<file path="src/rtl/txe_pkg.sv">
package txe_pkg;
    localparam int CNT_W = 4;

    typedef enum logic [1:0] {
        ST_EMPTY = 2'd0,
        ST_BUSY  = 2'd1,
        ST_HOLD  = 2'd2
    } txe_state_t;

    // start bit plus data bits: the character time short of its stop bit
    function automatic logic [CNT_W-1:0] hold_ticks(input logic [1:0] sel);
        return CNT_W'(sel) + CNT_W'(6);
    endfunction
endpackage

</file>
<file path="src/rtl/txe_pair_tracker.sv">
module txe_pair_tracker #(
    parameter int LEVEL_W = 5
) (
    input  logic               clk,
    input  logic               rst_n,
    input  logic [LEVEL_W-1:0] level,
    input  logic               wipe,
    output logic               seen
);
    always_ff @(posedge clk or negedge rst_n) begin
        if (!rst_n)
            seen <= 1'b0;
        else if (wipe)
            seen <= 1'b0;
        else if (level >= LEVEL_W'(2))
            seen <= 1'b1;
    end
endmodule

</file>
<file path="src/rtl/txe_hold_timer.sv">
module txe_hold_timer
    import txe_pkg::*;
(
    input  logic       clk,
    input  logic       rst_n,
    input  logic       load,
    input  logic       run,
    input  logic       tick,
    input  logic [1:0] sel,
    output logic       expire
);
    logic [CNT_W-1:0] cnt;

    always_ff @(posedge clk or negedge rst_n) begin
        if (!rst_n)
            cnt <= '0;
        else if (load)
            cnt <= hold_ticks(sel);
        else if (run && tick && cnt != '0)
            cnt <= cnt - CNT_W'(1);
    end

    assign expire = run && tick && (cnt == CNT_W'(1));
endmodule

</file>
<file path="src/rtl/txe_irq_unit.sv">
module txe_irq_unit
    import txe_pkg::*;
#(
    parameter int DEPTH   = 16,
    parameter int LEVEL_W = $clog2(DEPTH + 1)
) (
    input  logic               clk,
    input  logic               rst_n,
    input  logic [LEVEL_W-1:0] fifo_level,
    input  logic               thr_wr,
    input  logic               id_rd,
    input  logic               last_stop,
    input  logic               baud_tick,
    input  logic [1:0]         char_sel,
    input  logic               fifo_en,
    input  logic               tx_ie,
    output logic               thre,
    output logic               tx_irq
);
    txe_state_t state, nxt;
    logic seen_two, hold_done, enter_hold, thre_set;
    logic fifo_en_q, pend;
    logic level_zero;

    assign level_zero = (fifo_level == '0);

    txe_pair_tracker #(.LEVEL_W(LEVEL_W)) u_pair (
        .clk   (clk),
        .rst_n (rst_n),
        .level (fifo_level),
        .wipe  (thre_set),
        .seen  (seen_two)
    );

    txe_hold_timer u_timer (
        .clk    (clk),
        .rst_n  (rst_n),
        .load   (enter_hold),
        .run    (state == ST_HOLD),
        .tick   (baud_tick),
        .sel    (char_sel),
        .expire (hold_done)
    );

    // next-state logic
    always_comb begin
        nxt = state;
        unique case (state)
            ST_EMPTY: if (!level_zero) nxt = ST_BUSY;
            ST_BUSY: begin
                if (level_zero)
                    nxt = (!fifo_en || seen_two) ? ST_EMPTY : ST_HOLD;
            end
            ST_HOLD: begin
                if (!level_zero || thr_wr)
                    nxt = ST_BUSY;
                else if (hold_done || last_stop)
                    nxt = ST_EMPTY;
            end
            default: nxt = ST_EMPTY;
        endcase
    end

    assign enter_hold = (state != ST_HOLD) && (nxt == ST_HOLD);
    assign thre_set   = (state != ST_EMPTY) && (nxt == ST_EMPTY);

    // state register
    always_ff @(posedge clk or negedge rst_n) begin
        if (!rst_n)
            state <= ST_EMPTY;
        else
            state <= nxt;
    end

    // pending interrupt and enable tracker
    always_ff @(posedge clk or negedge rst_n) begin
        if (!rst_n) begin
            pend      <= 1'b0;
            fifo_en_q <= 1'b0;
        end else begin
            fifo_en_q <= fifo_en;
            if (thr_wr || id_rd || nxt != ST_EMPTY)
                pend <= 1'b0;
            else if (thre_set || (fifo_en != fifo_en_q))
                pend <= 1'b1;
        end
    end

    // outputs
    always_comb begin
        thre   = (state == ST_EMPTY);
        tx_irq = pend && fifo_en && tx_ie;
    end
endmodule

</file>
<file path="config.mk">
export PLATFORM = sky130hd
export DESIGN_NAME = txe_irq_unit
export DESIGN_NICKNAME = d
export VERILOG_FILES = /design/src/rtl/txe_pkg.sv /design/src/rtl/txe_pair_tracker.sv /design/src/rtl/txe_hold_timer.sv /design/src/rtl/txe_irq_unit.sv
export SDC_FILE = /design/constraint.sdc
export NUM_CORES = 1
export LEC_CHECK = 0
export BUFFER_PORTS_ARGS = -buffer_cell sky130_fd_sc_hd__buf_2
export CAP_MARGIN = 5
export CORE_MARGIN = 2
export CORE_UTILIZATION = 35
export DETAILED_ROUTE_END_ITERATION = 8
export HOLD_SLACK_MARGIN = 0.05
export PLACE_DENSITY_LB_ADDON = 0.08
export SLEW_MARGIN = 20
export SYNTH_ARGS = -nofsm -noshare
export SYNTH_HDL_FRONTEND = slang
export SYNTH_HIERARCHICAL = 1
export SYNTH_SLANG_ARGS = --single-unit
</file>
<file path="constraint.sdc">
create_clock -name clk -period 4.05 [get_ports clk]
set_input_delay 0.2025 -clock clk [delete_from_list [all_inputs] [get_ports clk]]
set_output_delay 0.2025 -clock clk [all_outputs]
set_load 0.01 [all_outputs]
</file>
After elaboration in Yosys (flattened, before gate mapping):

Cells that the tools add are included.

* add/sub/neg operators: 2
* $mul: 0
* divide/modulo/power cells: 0
* magnitude comparators: 1
* equal/unequal tests: 6
* shifts and indexed selects: 0
* muxes and demuxes: 12
* bitwise operators: 0
* reduce and logical (&&, ||, !) cells: 24

Operator list (number)
* 2-bit 2-to-1 mux: 5
* 2-bit nonzero test: 5
* 4-bit 2-to-1 mux: 2
* 1-bit logical AND: 7
* 1-bit logical OR: 6
* 2-bit case mux with 3 select lines: 1
* 5-bit by 2-bit >= comparator with 1-bit output (second input constant): 1
* 5-bit zero test: 1
* 2-bit by 3-bit adder with 4-bit output (second input constant): 1
* 2-bit == test (second input constant): 2
* 4-bit by 1-bit == test with 1-bit output (second input constant): 1
* 2-bit zero test: 2
* 1-bit 2-to-1 mux: 4
* 4-bit nonzero test: 1
* 4-bit by 1-bit subtractor with 4-bit output (second input constant): 1
* 2-bit by 1-bit == test with 1-bit output (second input constant): 1
* 1-bit zero test: 2
* 2-bit inequality test (second input constant): 1
* 1-bit inequality test: 1

* register bits after elaboration: 9
* latch bits: 0
* memory bits (writable): 0
* ROM bits: 0
* input bits: 15
* output and inout port bits: 2
* word-level logic and storage cells: 50
* memories: 0

Depth between registers and ports, before layout:

* word-level depth: 12
* gate-level depth with buffers: 9
* gate-level depth less buffers: 8

By module:

The synthesis kept the hierarchy.

By module, submodules not included
* txe_hold_timer: times used 1, cells each 30, area an instance 281.5 um^2, seq. area each 100.1 um^2
* txe_irq_unit: times used 1, cells each 32, area an instance 281.5 um^2, seq. area each 100.1 um^2
* txe_pair_tracker: times used 1, cells each 4, area an instance 38.8 um^2, seq. area each 25.0 um^2

Worst setup path after synthesis:

OpenSTA, ideal clock, no wires.

* path type: reg2reg
* from: register state[1]
* to: register u_pair.seen
* library setup time: 0.129 ns
* arrival time: 1.428 ns
* required time: 3.921 ns
* setup slack: 2.493 ns
* cell stages (with the launch flop): 10
* buffers on the path: 1
* clock period less this slack: 1.557 ns
* path through: dfrtp_1 -> buf_2 -> nor2b_4 -> nand2_2 -> nor4b_1 -> nor3_1 -> nand2_2 -> nand2_4 -> o311ai_2 -> a21oi_1

* cells in the longest elaborated chain, start to end: 10
* elaborated cells on any way between the ends: 16
* classes of those cells: 2 x eq/ne; 6 x mux; 8 x reduce/logical

Ends and longest elaborated chain
* start, declared: RTL line txe_irq_unit.sv:20 `txe_state_t state, nxt;`
* start signal, assigned: RTL line txe_irq_unit.sv:72 `state <= nxt;`
* 2-bit == test (*): RTL line txe_irq_unit.sv:39 `.run (state == ST_HOLD),`
* 1-bit logical AND (*) (2 in a row): RTL line txe_hold_timer.sv:23 `assign expire = run && tick && (cnt == CNT_W'(1));`
* named net hold_done: RTL line txe_irq_unit.sv:21 `logic seen_two, hold_done, enter_hold, thre_set;`
* 1-bit logical OR (*): RTL line txe_irq_unit.sv:57 `else if (hold_done || last_stop)`
* 2-bit 2-to-1 mux (*): RTL line txe_irq_unit.sv:57
* 2-bit 2-to-1 mux (*): RTL line txe_irq_unit.sv:55 `if (!level_zero || thr_wr)`
* 2-bit case mux with 3 select lines (*): RTL line txe_irq_unit.sv:48 `unique case (state)`
* 2-bit zero test (*): RTL line txe_irq_unit.sv:65 `assign thre_set = (state != ST_EMPTY) && (nxt == ST_EMPTY);`
* 1-bit logical AND (*): RTL line txe_irq_unit.sv:65
* named net thre_set: RTL line txe_irq_unit.sv:21
* 1-bit 2-to-1 mux or 2-bit nonzero test (tied branches)
* end signal, assigned: RTL line txe_pair_tracker.sv:12 `seen <= 1'b0;`
* end signal, assigned: RTL line txe_pair_tracker.sv:14 `seen <= 1'b0;`
* end signal, assigned: RTL line txe_pair_tracker.sv:16 `seen <= 1'b1;`
* end, declared: RTL line txe_pair_tracker.sv:8 `output logic seen`

The timed path passes the listed nets; every way through them passes the cells marked *.
A chain may end at the register's enable or synchronous reset.

Final worst setup path:

Ends and elaborated chain as after synthesis.

==> impl_results.rst <==
.. list-table::
   :header-rows: 1

   * - Metric
     - Value
   * - Core region area
     - 1560 sq um
   * - Kind of launch point of the worst setup path
     - flop
   * - Router iterations before antenna repair
     - 4
   * - Number of synthesized register bits
     - 9
   * - Grt ovf
     - 0
   * - Initial antenna violation count
     - 0
   * - Biggest area contributors in the synthesized netlist
     - dfrtp_1 (37%), a21oi_1 (4.2%), ha_1 (4.2%)
   * - GRT Util Overall
     - 0.144
   * - Site row count
     - 14
   * - Synth warn
     - 6
   * - Clock power frac
     - 0.364
   * - CTS Buf Count
     - 3
   * - Time the final worst path needs with I/O delays and setup
     - 1.86 ns
   * - DP HPWL
     - 987 um
   * - Peak supply drop
     - 0.222 mV
   * - Final core utilization
     - 0.470
   * - Leakage Power
     - 0.308 nW
   * - Cell with the most instances on the worst path
     - nand2_2
   * - Total wirelength of the detailed-routed design
     - 1.22 mm
   * - Category of the worst setup path capture point
     - flop
   * - First-pass GRT wire length
     - 2.05 mm
   * - Critical path type
     - reg -> reg
   * - Layout-stage area growth over the synthesis result
     - 21.8%
   * - Reported max-cap violation count
     - 0
   * - Seq pwr share
     - 0.511
   * - Filler cell count
     - 161
   * - Flip-flop and latch area
     - 225 sq um
   * - Hold Path Cell Cnt
     - 1
   * - Share of the synthesized area in the top cell type
     - 0.374
   * - Count of pins on the block boundary
     - 17
   * - Area of the multi-input gates
     - 360 sq um
   * - Via count of the first global-routing pass
     - 475
   * - Post-CTS repair timing setup buffer count
     - 0
   * - Gate count after technology mapping
     - 66
   * - Critical path peak fanout
     - 8
   * - Area of the die
     - 2070 sq um
   * - Count of final setup violators
     - 0
   * - Worst path top cell family by delay
     - simple AND/OR/NAND/NOR gates
   * - Pin count of the biggest net entering global routing
     - 10
   * - Share of post-route cells with drive strength above 1
     - 0.337
   * - Library cells used by synthesis
     - 31
   * - Setup TNS
     - 0 ns
   * - Power per standard cell area
     - 253 nW/um^2
   * - Detailed router's first-iteration violation count
     - 8
   * - Signal arrival time at the worst endpoint
     - 2.00 ns
   * - Instance area after placement
     - 697 sq um
   * - Sinks on the clock net
     - 9
   * - Syn Std Cell Area
     - 602 sq um
   * - Clock transition at path regs
     - 0.06 ns
   * - Critical path cell sequence
     - nor2b_4 -> nand2_2 -> nor4b_1 -> nor3_1 -> nand2_2 -> nand2_4 -> o311ai_2 -> a21oi_1
   * - Switching Fraction
     - 0.236
   * - Port Buf Inserts
     - 16
   * - Total power consumption of the routed design
     - 0.000185 W
   * - Cell taking the most area after synthesis
     - dfrtp_1
   * - Hold violation count in the final report
     - 0
   * - Period Utilization, post-route
     - 0.460
   * - Final #Nets
     - 104
   * - Total via count in the routed design
     - 543
   * - CP max-delay cell
     - dfrtp_1
   * - Total nets after synthesis
     - 83
   * - Number of enable flip-flop cells after synthesis
     - 0
   * - Transition time at the pin with the least slew margin
     - 0.715 ns
   * - RSZ-0062 raised after global routing
     - false
   * - Result of the run
     - finished clean
   * - Vias per std cell
     - 5.32
   * - Number of design rule violations left after detail routing
     - 0
   * - Non-Filler Cell Area, Final
     - 733 sq um
   * - Number of buffers and inverters on the critical path
     - 0
   * - Root buffer cell
     - clkbuf_4
   * - Most used DFF post-synth
     - dfrtp_1
   * - Initial Util
     - 0.386
   * - H-tree depth reported by CTS
     - 1
   * - Average wire per cell in the routed design
     - 11.9 um
   * - Depth of the worst register-to-register path
     - 8
   * - Die outline height
     - 45.5 um
   * - Routability cong.
     - 0.720
   * - Sequential share of the synthesized area
     - 0.374
   * - Achievable frequency
     - 0.537 GHz
   * - Mapped Avg Cell Area
     - 9.12 sq um
   * - Max-slew violation count
     - 0
   * - Logic depth of the worst path, buffers included
     - 8
   * - Headroom to the max-slew limit
     - 0.520
   * - Switch Pwr
     - 0.0000436 W
   * - Required time of the critical path
     - 4.19 ns
   * - Internal power summed over all cells
     - 0.000142 W
   * - Clock skew after layout
     - 0.00518 ns
   * - Clock insertion delay at the later pin of the skew report
     - 0.26 ns
   * - Clock tree from TritonCTS
     - yes
   * - Most common library cell in the layout ignoring fill and taps
     - buf_2
   * - Post-synth ARST share
     - 1.00
   * - Antenna violation net count after detailed routing
     - 0
   * - Count of inserted antenna diode cells
     - 0
   * - Leading cell types in the layout, fill and taps excluded
     - buf_2 (16), dfrtp_1 (9), nor2_1 (6), nand2_1 (6)
   * - Horizontal extent of the die
     - 45.5 um
   * - Worst hold-check path type
     - in -> reg
   * - Deepest clock path buffer count
     - 2
   * - Largest incremental delay on the critical path
     - 0.49 ns
   * - Combinational cell fraction of total power
     - 0.124
through the flow:
stage,hold slack [ns],setup slack (ns),instances
floorplan,-0.0931,2.49,66
global placement,0.0665,2.23,97
detailed placement,0.0654,2.21,97
CTS,0.113,2.19,102
global route,0.104,2.02,102
finish,0.120,2.19,102
synth_stat cells (2+ instances only):
cell / instances
dfrtp_1: 9
nand2_1: 6
nor2_1: 6
a21oi_1: 5
nor3_1: 5
inv_1: 3
nand3_1: 3
ha_1: 2
nand2_2: 2
nor2b_1: 2
o21a_1: 2
o21ai_0: 2
layer usage:
| layer | global-route usage | vias up | routed length [um] |
|---|---|---|---|
| met2 | 0.214 | 13 | 559 |
| met1 | 0.185 | 251 | 580 |
| met5 | 0 | - | 0 |
| li1 | - | 277 | - |
| met4 | 0.0353 | 0 | 8 |
| met3 | 0.0714 | 2 | 66 |
power groups by stage:
stage	Sequential [W]	Clock, W	Combinational, W
floorplan	0.0000958	0	0.0000103
global route	0.0000951	0.0000774	0.0000263
global placement	0.0000964	0	0.0000226
detailed placement	0.0000964	0	0.0000225
CTS	0.0000947	0.0000716	0.0000233
finish	0.0000948	0.0000675	0.0000230
cell families (layout without fill, tap and decap cells):
group           Yosys count  in the layout  share of synthesized area
buf+inv                   4             24                     0.0270
xor+xnor                  1              1                     0.0146
fa+ha+maj                 2              2                     0.0416
mux                       1              1                     0.0187
flops                     9              9                      0.374
compound gates           14             14                      0.175
simple gates             35             35                      0.349
final cells by class:
type / instances / share of cell area
multi-input cells: 53 / 0.491
flip-flops and latches: 9 / 0.307
repair buffers: 17 / 0.123
clock buffers: 4 / 0.0358
well taps: 16 / 0.0273
inverters: 3 / 0.0154
worst paths after layout:
path                              from             end  slack [ns]
max                           state[1]     u_pair/seen        2.19
min                            fifo_en       fifo_en_q        0.12
max reg2reg                   state[1]     u_pair/seen        2.19
min reg2reg                u_pair/seen     u_pair/seen        0.57
max in group asynchronous        rst_n        state[1]        3.55
min in group asynchronous        rst_n  u_timer/cnt[0]        0.32
sequential cells by signal, summed over array words and instances, names as in the netlist:
| name | flops |
|---|---|
| u_pair/seen | 1 |
| state | 2 |
| u_timer/cnt | 4 |
| pend | 1 |
| fifo_en_q | 1 |
repair_timing:
| item | 4_1_cts | 5_1_grt |
|---|---|---|
| hold endpoints to repair | 9 | 0 |
| resized for setup | 0 | 0 |
| hold buffers | 1 | 0 |
Power figures use the tool's default switching activity.
